==> config.mk <==
export PLATFORM = sky130hd
export DESIGN_NAME = lpm_seq_ctrl
export DESIGN_NICKNAME = d
export VERILOG_FILES = /design/src/rtl/lpm_pkg.sv /design/src/rtl/lpm_sync.sv /design/src/rtl/lpm_next.sv /design/src/rtl/lpm_outdec.sv /design/src/rtl/lpm_seq_ctrl.sv
export SDC_FILE = /design/constraint.sdc
export NUM_CORES = 1
export LEC_CHECK = 0
export BUFFER_PORTS_ARGS = -buffer_cell sky130_fd_sc_hd__buf_2
export CAP_MARGIN = 20
export CORE_MARGIN = 2
export CORE_UTILIZATION = 37
export DETAILED_ROUTE_END_ITERATION = 7
export GPL_TIMING_DRIVEN = 0
export HOLD_SLACK_MARGIN = 0.06
export PLACE_DENSITY = 0.72
export SYNTH_ARGS = -nofsm -noshare
export SYNTH_HDL_FRONTEND = slang
export SYNTH_SLANG_ARGS = --single-unit
==> constraint.sdc <==
create_clock -name clk -period 1.2 [get_ports clk]
set_input_delay 0.12 -clock clk [delete_from_list [all_inputs] [get_ports clk]]
set_output_delay 0.12 -clock clk [all_outputs]
set_load 0.005 [all_outputs]
==> src/rtl/lpm_pkg.sv <==
package lpm_pkg;

    typedef enum logic [2:0] {
        MD_HIGH     = 3'd0,
        MD_SUBACT   = 3'd1,
        MD_SUBSLEEP = 3'd2,
        MD_WATCH    = 3'd3,
        MD_RSTHOLD  = 3'd4,
        MD_HWSTBY   = 3'd5
    } lpm_mode_e;

    typedef struct packed {
        logic ssel;
        logic dten;
        logic lson;
        logic css;
    } lpm_cfg_t;

    typedef struct packed {
        logic      legal;
        lpm_mode_e tgt;
    } lpm_sleep_t;

    typedef struct packed {
        logic main_clk_en;
        logic sub_sel;
        logic cpu_run;
        logic gate_all;
        logic gate_keep;
    } lpm_clk_t;

    // Target of a sleep strobe issued from a running mode.
    function automatic lpm_sleep_t sleep_target(lpm_mode_e cur, lpm_cfg_t c);
        lpm_sleep_t r;
        r.legal = 1'b0;
        r.tgt   = cur;
        if (cur == MD_HIGH) begin
            if (c.ssel && c.dten && c.lson && c.css) begin
                r.legal = 1'b1;
                r.tgt   = MD_SUBACT;
            end
        end else if (cur == MD_SUBACT && c.css) begin
            if (c.ssel && !c.dten) begin
                r.legal = 1'b1;
                r.tgt   = MD_WATCH;
            end else if (!c.ssel && c.lson) begin
                r.legal = 1'b1;
                r.tgt   = MD_SUBSLEEP;
            end else if (c.ssel && c.dten && !c.lson) begin
                r.legal = 1'b1;
                r.tgt   = MD_HIGH;
            end
        end
        return r;
    endfunction

    function automatic lpm_clk_t clk_plan(lpm_mode_e m);
        lpm_clk_t p;
        p = '0;
        case (m)
            MD_HIGH:     begin p.main_clk_en = 1'b1; p.cpu_run = 1'b1; p.gate_all = 1'b1; end
            MD_SUBACT:   begin p.sub_sel = 1'b1; p.cpu_run = 1'b1; p.gate_keep = 1'b1; end
            MD_SUBSLEEP: begin p.sub_sel = 1'b1; p.gate_keep = 1'b1; end
            MD_WATCH:    begin p.sub_sel = 1'b1; p.gate_keep = 1'b1; end
            MD_RSTHOLD:  begin p.main_clk_en = 1'b1; p.gate_all = 1'b1; end
            default:     p = '0;
        endcase
        return p;
    endfunction

endpackage

==> src/rtl/lpm_sync.sv <==
module lpm_sync #(
    parameter int   STAGES = 2,
    parameter logic RSTVAL = 1'b1
) (
    input  logic clk,
    input  logic rst,
    input  logic d,
    output logic q
);
    logic [STAGES-1:0] chain;

    for (genvar i = 0; i < STAGES; i++) begin : g_stage
        always_ff @(posedge clk) begin
            if (rst)
                chain[i] <= RSTVAL;
            else if (i == 0)
                chain[i] <= d;
            else
                chain[i] <= chain[(i == 0) ? 0 : i-1];
        end
    end

    assign q = chain[STAGES-1];
endmodule

==> src/rtl/lpm_next.sv <==
module lpm_next
    import lpm_pkg::*;
(
    input  lpm_mode_e mode_q,
    input  logic      stby_low,
    input  logic      res_low,
    input  logic      osc_ok,
    input  logic      sleep_stb,
    input  logic      irq,
    input  lpm_cfg_t  cfg,
    input  logic      div_zero,
    output lpm_mode_e mode_d,
    output logic      set_ill,
    output logic      set_cfg,
    output logic      go_exc
);
    lpm_sleep_t slp;
    logic       want_sub;

    always_comb begin
        slp      = sleep_target(mode_q, cfg);
        mode_d   = mode_q;
        set_ill  = 1'b0;
        set_cfg  = 1'b0;
        go_exc   = 1'b0;
        want_sub = 1'b0;
        if (stby_low) begin
            mode_d = MD_HWSTBY;
        end else if (res_low) begin
            mode_d = MD_RSTHOLD;
        end else begin
            case (mode_q)
                MD_RSTHOLD: begin
                    if (osc_ok) begin
                        mode_d = MD_HIGH;
                        go_exc = 1'b1;
                    end
                end
                MD_HIGH, MD_SUBACT: begin
                    if (sleep_stb) begin
                        if (!slp.legal)
                            set_ill = 1'b1;
                        else if (slp.tgt == MD_SUBACT)
                            want_sub = 1'b1;
                        else
                            mode_d = slp.tgt;
                    end
                end
                MD_WATCH:    want_sub = irq && cfg.lson;
                MD_SUBSLEEP: want_sub = irq;
                default:     mode_d = mode_q;
            endcase
            if (want_sub) begin
                if (div_zero)
                    mode_d = MD_SUBACT;
                else
                    set_cfg = 1'b1;
            end
        end
    end
endmodule

==> src/rtl/lpm_outdec.sv <==
module lpm_outdec
    import lpm_pkg::*;
#(
    parameter int                NPER      = 8,
    parameter logic [NPER-1:0]   KEEP_MASK = 8'h0F
) (
    input  lpm_mode_e       mode_q,
    output logic            main_clk_en,
    output logic            sub_sel,
    output logic            cpu_run,
    output logic [NPER-1:0] per_gate
);
    lpm_clk_t plan;

    always_comb begin
        plan        = clk_plan(mode_q);
        main_clk_en = plan.main_clk_en;
        sub_sel     = plan.sub_sel;
        cpu_run     = plan.cpu_run;
        if (plan.gate_all)
            per_gate = '1;
        else if (plan.gate_keep)
            per_gate = KEEP_MASK;
        else
            per_gate = '0;
    end
endmodule

==> src/rtl/lpm_seq_ctrl.sv <==
module lpm_seq_ctrl
    import lpm_pkg::*;
#(
    parameter int              NPER      = 8,
    parameter logic [NPER-1:0] KEEP_MASK = 8'h0F,
    parameter int              DIVW      = 3,
    parameter int              SYNC_LEN  = 2
) (
    input  logic            clk,
    input  logic            rst,
    input  logic            sleep_stb,
    input  logic            irq,
    input  logic            res_n,
    input  logic            stby_n,
    input  logic            osc_stable,
    input  logic            cfg_ssel,
    input  logic            cfg_dten,
    input  logic            cfg_lson,
    input  logic            cfg_css,
    input  logic [DIVW-1:0] clkdiv,
    output logic [2:0]      mode,
    output logic            main_clk_en,
    output logic            sub_sel,
    output logic            cpu_run,
    output logic [NPER-1:0] per_gate,
    output logic            rst_exc_start,
    output logic            cfg_err,
    output logic            illegal_flag
);
    logic      res_s, stby_s;
    lpm_mode_e mode_q, mode_d;
    logic      osc_seen_q;
    logic      set_ill, set_cfg, go_exc;
    lpm_cfg_t  cfg;

    assign cfg = '{ssel: cfg_ssel, dten: cfg_dten, lson: cfg_lson, css: cfg_css};

    lpm_sync #(.STAGES(SYNC_LEN), .RSTVAL(1'b1)) u_sync_res (
        .clk(clk), .rst(rst), .d(res_n), .q(res_s)
    );
    lpm_sync #(.STAGES(SYNC_LEN), .RSTVAL(1'b1)) u_sync_stby (
        .clk(clk), .rst(rst), .d(stby_n), .q(stby_s)
    );

    lpm_next u_next (
        .mode_q    (mode_q),
        .stby_low  (!stby_s),
        .res_low   (!res_s),
        .osc_ok    (osc_seen_q || osc_stable),
        .sleep_stb (sleep_stb),
        .irq       (irq),
        .cfg       (cfg),
        .div_zero  (clkdiv == '0),
        .mode_d    (mode_d),
        .set_ill   (set_ill),
        .set_cfg   (set_cfg),
        .go_exc    (go_exc)
    );

    always_ff @(posedge clk) begin
        if (rst) begin
            mode_q        <= MD_RSTHOLD;
            osc_seen_q    <= 1'b0;
            rst_exc_start <= 1'b0;
            illegal_flag  <= 1'b0;
            cfg_err       <= 1'b0;
        end else begin
            mode_q        <= mode_d;
            osc_seen_q    <= (mode_q == MD_RSTHOLD) && (osc_seen_q || osc_stable);
            rst_exc_start <= go_exc;
            if (!res_s) begin
                illegal_flag <= 1'b0;
                cfg_err      <= 1'b0;
            end else begin
                if (set_ill) illegal_flag <= 1'b1;
                if (set_cfg) cfg_err      <= 1'b1;
            end
        end
    end

    lpm_outdec #(.NPER(NPER), .KEEP_MASK(KEEP_MASK)) u_out (
        .mode_q      (mode_q),
        .main_clk_en (main_clk_en),
        .sub_sel     (sub_sel),
        .cpu_run     (cpu_run),
        .per_gate    (per_gate)
    );

    assign mode = mode_q;
endmodule

### Yosys cells after proc, flatten, opt, wreduce, memory -nomap -nowiden

Index checks and enable logic that the tools add are counted.

* bits in latches: 0
* bits in registers: 11
* memories kept: 0
* bits in read-only memories: 0
* logic and storage cells: 75
* RAM bits: 0

* magnitude comparators: 0
* reduce and logical (&&, ||, !) cells: 21
* eq/ne operators: 5
* add/subtract/negate cells: 0
* div/mod/pow operators: 0
* multipliers: 0
* mux-type cells: 36
* shifts and indexed selects: 0
* bitwise operators: 3

Operators by type and width (number)
* 4-bit two-way mux: 7
* 1-bit two-way mux: 20
* 3-bit two-way mux: 6
* 1-bit logical AND: 9
* 8-bit two-way mux: 1
* 3-bit by 1-bit equality test with 1-bit output (second input constant): 2
* 3-bit by 2-bit equality test with 1-bit output (second input constant): 2
* 3-bit logical NOT: 2
* 3-bit case mux with 2 select lines: 1
* 2-bit OR reduction: 3
* 3-bit OR reduction: 2
* 4-bit OR reduction: 1
* 3-bit equality test (second input constant): 1
* 1-bit logical NOT: 3
* 1-bit NOT: 3
* 1-bit case mux with 3 select lines: 1
* 1-bit logical OR: 1

### Longest topological paths before layout

* depth in word-level cells: 17
* depth in mapped cells: 4
* gate-level depth less buffers: 4

### Cells and area by module

Synthesis repeated with hierarchy kept, for this count alone.

* cells, all modules: 82
* area total of the unflattened synthesis: 648.1 µm²

Modules (own cells, without submodules)
* lpm_next: area an instance 249.0 µm², cells each 41, times used 1, seq. area each 0.0 µm²
* lpm_seq_ctrl: area an instance 219.0 µm², cells each 22, times used 1, seq. area each 140.1 µm²
* lpm_sync: area an instance 52.6 µm², cells each 4, times used 2, seq. area each 40.0 µm²
* lpm_outdec: area an instance 75.1 µm², cells each 11, times used 1, seq. area each 0.0 µm²

### Least setup slack after synthesis

OpenSTA, ideal clock, no wires.

* kind: register to register
* from: register mode_q[2], in the netlist mode[2]
* to: register cfg_err
* stages on the path, launching flop included: 5
* period minus slack after synthesis: 1.257 ns
* setup slack: -0.057 ns
* library setup time: 0.115 ns
* arrival: 1.142 ns
* cells stage by stage: dfxtp_1 > and4bb_1 > a32o_1 > nor4bb_1 > o21a_1

* word-level cells in the longest chain between the ends: 15
* elaborated cells between the ends (all ways): 22
* classes of those cells: 4 x eq/ne; 15 x mux; 3 x reduce/logical

Ends and longest elaborated chain
* from (decl): RTL line lpm_seq_ctrl.sv:31 `lpm_mode_e mode_q, mode_d;`
* from (signal assigned): RTL line lpm_seq_ctrl.sv:68 `mode_q <= mode_d;`
* 4-bit two-way mux: RTL line lpm_pkg.sv:49 `end else if (c.ssel && c.dten && !c.lson) begin`
* 4-bit two-way mux: RTL line lpm_pkg.sv:46 `end else if (!c.ssel && c.lson) begin`
* 4-bit two-way mux: RTL line lpm_pkg.sv:43 `if (c.ssel && !c.dten) begin`
* 4-bit two-way mux: RTL line lpm_pkg.sv:42 `end else if (cur == MD_SUBACT && c.css) begin`
* 4-bit two-way mux: RTL line lpm_pkg.sv:37 `if (cur == MD_HIGH) begin`
* 3-bit by 1-bit equality test with 1-bit output: RTL line lpm_next.sv:43 `else if (slp.tgt == MD_SUBACT)`
* 1-bit two-way mux: RTL line lpm_next.sv:43
* 1-bit two-way mux: RTL line lpm_next.sv:41 `if (!slp.legal)`
* 1-bit two-way mux: RTL line lpm_next.sv:40 `if (sleep_stb) begin`
* 1-bit case mux with 3 select lines *: RTL line lpm_next.sv:32 `case (mode_q)`
* 1-bit two-way mux *: RTL line lpm_next.sv:29 `end else if (res_low) begin`
* 1-bit two-way mux *: RTL line lpm_next.sv:27 `if (stby_low) begin`
* 1-bit two-way mux *: RTL line lpm_next.sv:53 `if (want_sub) begin`
* 1-bit two-way mux *: RTL line lpm_next.sv:29
* 1-bit two-way mux *: RTL line lpm_next.sv:27
* to (signal assigned): RTL line lpm_seq_ctrl.sv:66 `cfg_err <= 1'b0;`
* to (signal assigned): RTL line lpm_seq_ctrl.sv:73 `cfg_err <= 1'b0;`
* to (signal assigned): RTL line lpm_seq_ctrl.sv:76 `if (set_cfg) cfg_err <= 1'b1;`
* to (decl): RTL line lpm_seq_ctrl.sv:27 `output logic cfg_err,`

Every way passes the cells marked *; elsewhere a longest branch is shown, timed or not. The select of a mux whose other input is x is not followed.
A chain may end at the register's enable or synchronous reset.

### Final worst setup path

* from: register mode_q[0], in the netlist mode[0]
* to: register cfg_err

The elaborated chain is that of the path after synthesis.

==> metrics.md <==
| Metric | Value |
|---|---|
| Status | complete, but fails checks |
| Failing checks | negative setup slack |
| Gpl congestion | 0.750 |
| Die ar. | 1770 µm² |
| Die X | 42.1 µm |
| First-pass GRT wire length | 1880 µm |
| DR WL/cell | 9.93 µm |
| Setup-failing EPs final | 3 |
| Area after DPL | 711 µm² |
| Clock group share of total power | 30.5% |
| Number of I/O pins | 31 |
| Final Cell Area | 826 µm² |
| Clock Sink Count | 11 |
| Finished Layout Cells | 108 |
| Final min period | 1.25 ns |
| Min-Delay Endpoint | mode[0] |
| Most common cell after layout, fill and taps aside | buf_2 |
| Leak pwr | 0.388 nW |
| HP Start | rst |
| Hpwl dp | 837 µm |
| Initial antenna violation count | 0 |
| Syn_nets | 69 |
| HP Class | in2reg |
| Worst hold path depth | 2 |
| DR vias/cell | 4.97 |
| Final core occ | 61.9% |
| Deepest clock path buffer count | 2 |
| Combinational Power Share | 18.8% |
| Tot GR Track Use | 14.0% |
| Nature of the critical path endpoint | flip-flop |
| Synth cell types | 27 |
| Switching power | 0.190 mW |
| Critical path fanouts, max | 8 |
| Critical Path Source Type | flip-flop |
| Register share of total power | 50.7% |
| Flops & latches, synth | 11 |
| Drt total wl | 1070 µm |
| Sw frac | 24.0% |
| Commonest non-fill, non-tap cells in the layout | buf_2 (28), dfxtp_1 (8), buf_4 (7) |
| Core region area | 1330 µm² |
| Clock-pin slew on the worst setup and hold paths | 0.07 ns |
| Final hold violations | 0 |
| Vias in the first global route | 462 |
| Worst R2R End | cfg_err |
| Placed Cells | 100 |
| CTS H-tree depth | 1 |
| Relative slew slack | 82.1% |
| Synth warn | 0 |
| TritonCTS clock tree | done |
| Reg-to-reg slack, setup | -0.05 ns |
| Worst r2r src | mode[0] |
| DR DRC count | 0 |
| R2R cell count | 4 |
| CP Class | reg2reg |
| Global route total overflow | 0 |
| Peak supply drop | 0.669 mV |
| Die height | 42.1 µm |
| Largest net degree at the start of global routing | 10 |
| Via count | 537 |
| Post-route clock period utilization | 105% |
| Mapped Area | 538 µm² |
| Final worst slack | -0.0548 ns |
| Antenna cells | 0 |
| Actual slew at the worst max-slew pin | 0.267 ns |
| Sequential area share after synthesis | 40.9% |
| Synthesized area per cell | 9.78 µm² |
| Worst skew pair latency | 0.26 ns |
| CTS Root Cell | clkbuf_4 |
| Post-Synthesis Cells | 55 |
| # nets final | 108 |
| Num CTS Buffers | 3 |
| Antenna viol nets, final | 0 |
| Pwr dens | 960 nW/µm² |
| Required @ worst endpoint | 1.36 ns |
| First DRT Iteration DRCs | 7 |
| Share of cells above drive strength 1 | 59.1% |
| Starting Density | 40.3% |
| FILL cells | 127 |
| Fin Clk Skew | 0.00510 ns |
| Area growth from synthesis to layout | 53.5% |
| F_max | 797 MHz |
| RSZ-0062 raised after global routing | true |
| Number of port buffers | 30 |
| Num rows | 13 |
| Internal | 0.603 mW |
| Detailed Routing Iterations Pass 1 | 4 |
| Max Slew Vio Count | 0 |
| WP data arrival | 1.41 ns |
| Max Cap Viol | 0 |
Yosys cell counts (all sizes together):
master / n / area [µm²]
nand3: 1 / 5.00
nor2: 3 / 11.3
buf: 7 / 52.6
and4bb: 1 / 12.5
and4b: 1 / 10.0
a21oi: 1 / 5.00
nor2b: 3 / 18.8
nand3b: 1 / 7.51
a311oi: 1 / 15.0
a211o: 1 / 8.76
nand2b: 1 / 6.26
a32o: 1 / 10.0
nor3b: 2 / 25.0
a21o: 1 / 8.76
dfxtp: 11 / 220
a31oi: 1 / 6.26
and3b: 2 / 17.5
nand2: 2 / 7.51
o21ai: 3 / 15.0
nor4bb: 1 / 10.0
nor3: 1 / 5.00
and3: 1 / 6.26
a21boi: 1 / 7.51
o21a: 2 / 15.0
or2: 5 / 31.3
final cells by class:
| type | instances | area (µm²) | share of cell area [%] |
|---|---|---|---|
| Multi-Input combinational cell | 37 | 292 | 35.3 |
| Sequential cell | 11 | 231 | 28.0 |
| Timing Repair Buffer | 34 | 198 | 23.9 |
| Buffer | 7 | 60.1 | 7.27 |
| Clock buffer | 4 | 26.3 | 3.18 |
| Tap cell | 15 | 18.8 | 2.27 |
critical path, cell delays in order (launching register included):
cell      delay, ns
dfxtp_4        0.40
and4b_1        0.22
a32o_1         0.23
nor4bb_1       0.13
o21a_1         0.18
cells by family (layout without fill, tap and decap cells):
kind of cell	after synthesis	after routing	synth area share (%)
compound gates	12	12	17.0
flops	11	11	40.9
buf+inv	7	45	9.77
simple gates	25	25	32.3
sequential cells by signal, summed over array words and instances, names as in the netlist:
signal,count
u_sync_res.q,1
u_sync_stby.q,1
cfg_err,1
u_sync_stby.chain,1
rst_exc_start,1
osc_seen_q,1
u_sync_res.chain,1
illegal_flag,1
mode,3
worst max-delay path by stage:
stage	startpoint	endpoint	slack, ns
floorplan	mode[2]	cfg_err	0.007
global placement	mode[2]	cfg_err	-0.06
detailed placement	mode[2]	cfg_err	-0.07
CTS	mode[0]	mode[0]	-0.04
global route	mode[0]	mode[0]	-0.14
finish	mode[0]	cfg_err	-0.05
stage by stage:
| step | power [mW] | worst slack, ns | hold slack (ns) | setup TNS (ns) |
|---|---|---|---|---|
| 2_1_floorplan | 0.475 | 0.00721 | 0.180 | 0 |
| 3_5_place_dp | 0.540 | -0.0735 | 0.301 | -0.187 |
| 6_report | 0.793 | -0.0548 | 0.0897 | -0.101 |
| 4_1_cts | 0.789 | -0.0374 | 0.0881 | -0.208 |
| 3_3_place_gp | 0.536 | -0.0614 | 0.297 | -0.145 |
| 5_1_grt | 0.855 | -0.138 | 0.0940 | -0.764 |
power by group through the flow:
stage | Combinational (mW) | Clock, mW | Sequential, mW
2_1_floorplan | 0.0680 | 0 | 0.407
3_3_place_gp | 0.127 | 0 | 0.409
6_report | 0.149 | 0.242 | 0.402
3_5_place_dp | 0.130 | 0 | 0.410
5_1_grt | 0.166 | 0.284 | 0.405
4_1_cts | 0.138 | 0.252 | 0.399
timing repair:
action / 4_1_cts / 5_1_grt
gates cloned: 0 / 0
endpoints found under the hold margin: 2 / 0
gates resized for setup: 6 / 9
endpoints found under the setup margin: 14 / 15
setup buffers: 2 / 0
hold buffers: 2 / 0
pin swaps: 1 / 1
per-layer routing:
layer / track usage (%) / wire length (µm) / up-vias
met1: 15.6 / 474 / 241
met4: 5.63 / 0 / 0
met3: 6.90 / 100 / 0
met2: 22.8 / 497 / 27
met5: 0 / 0 / -
li1: - / - / 269
No activity file was read; power rests on OpenSTA's default activity.
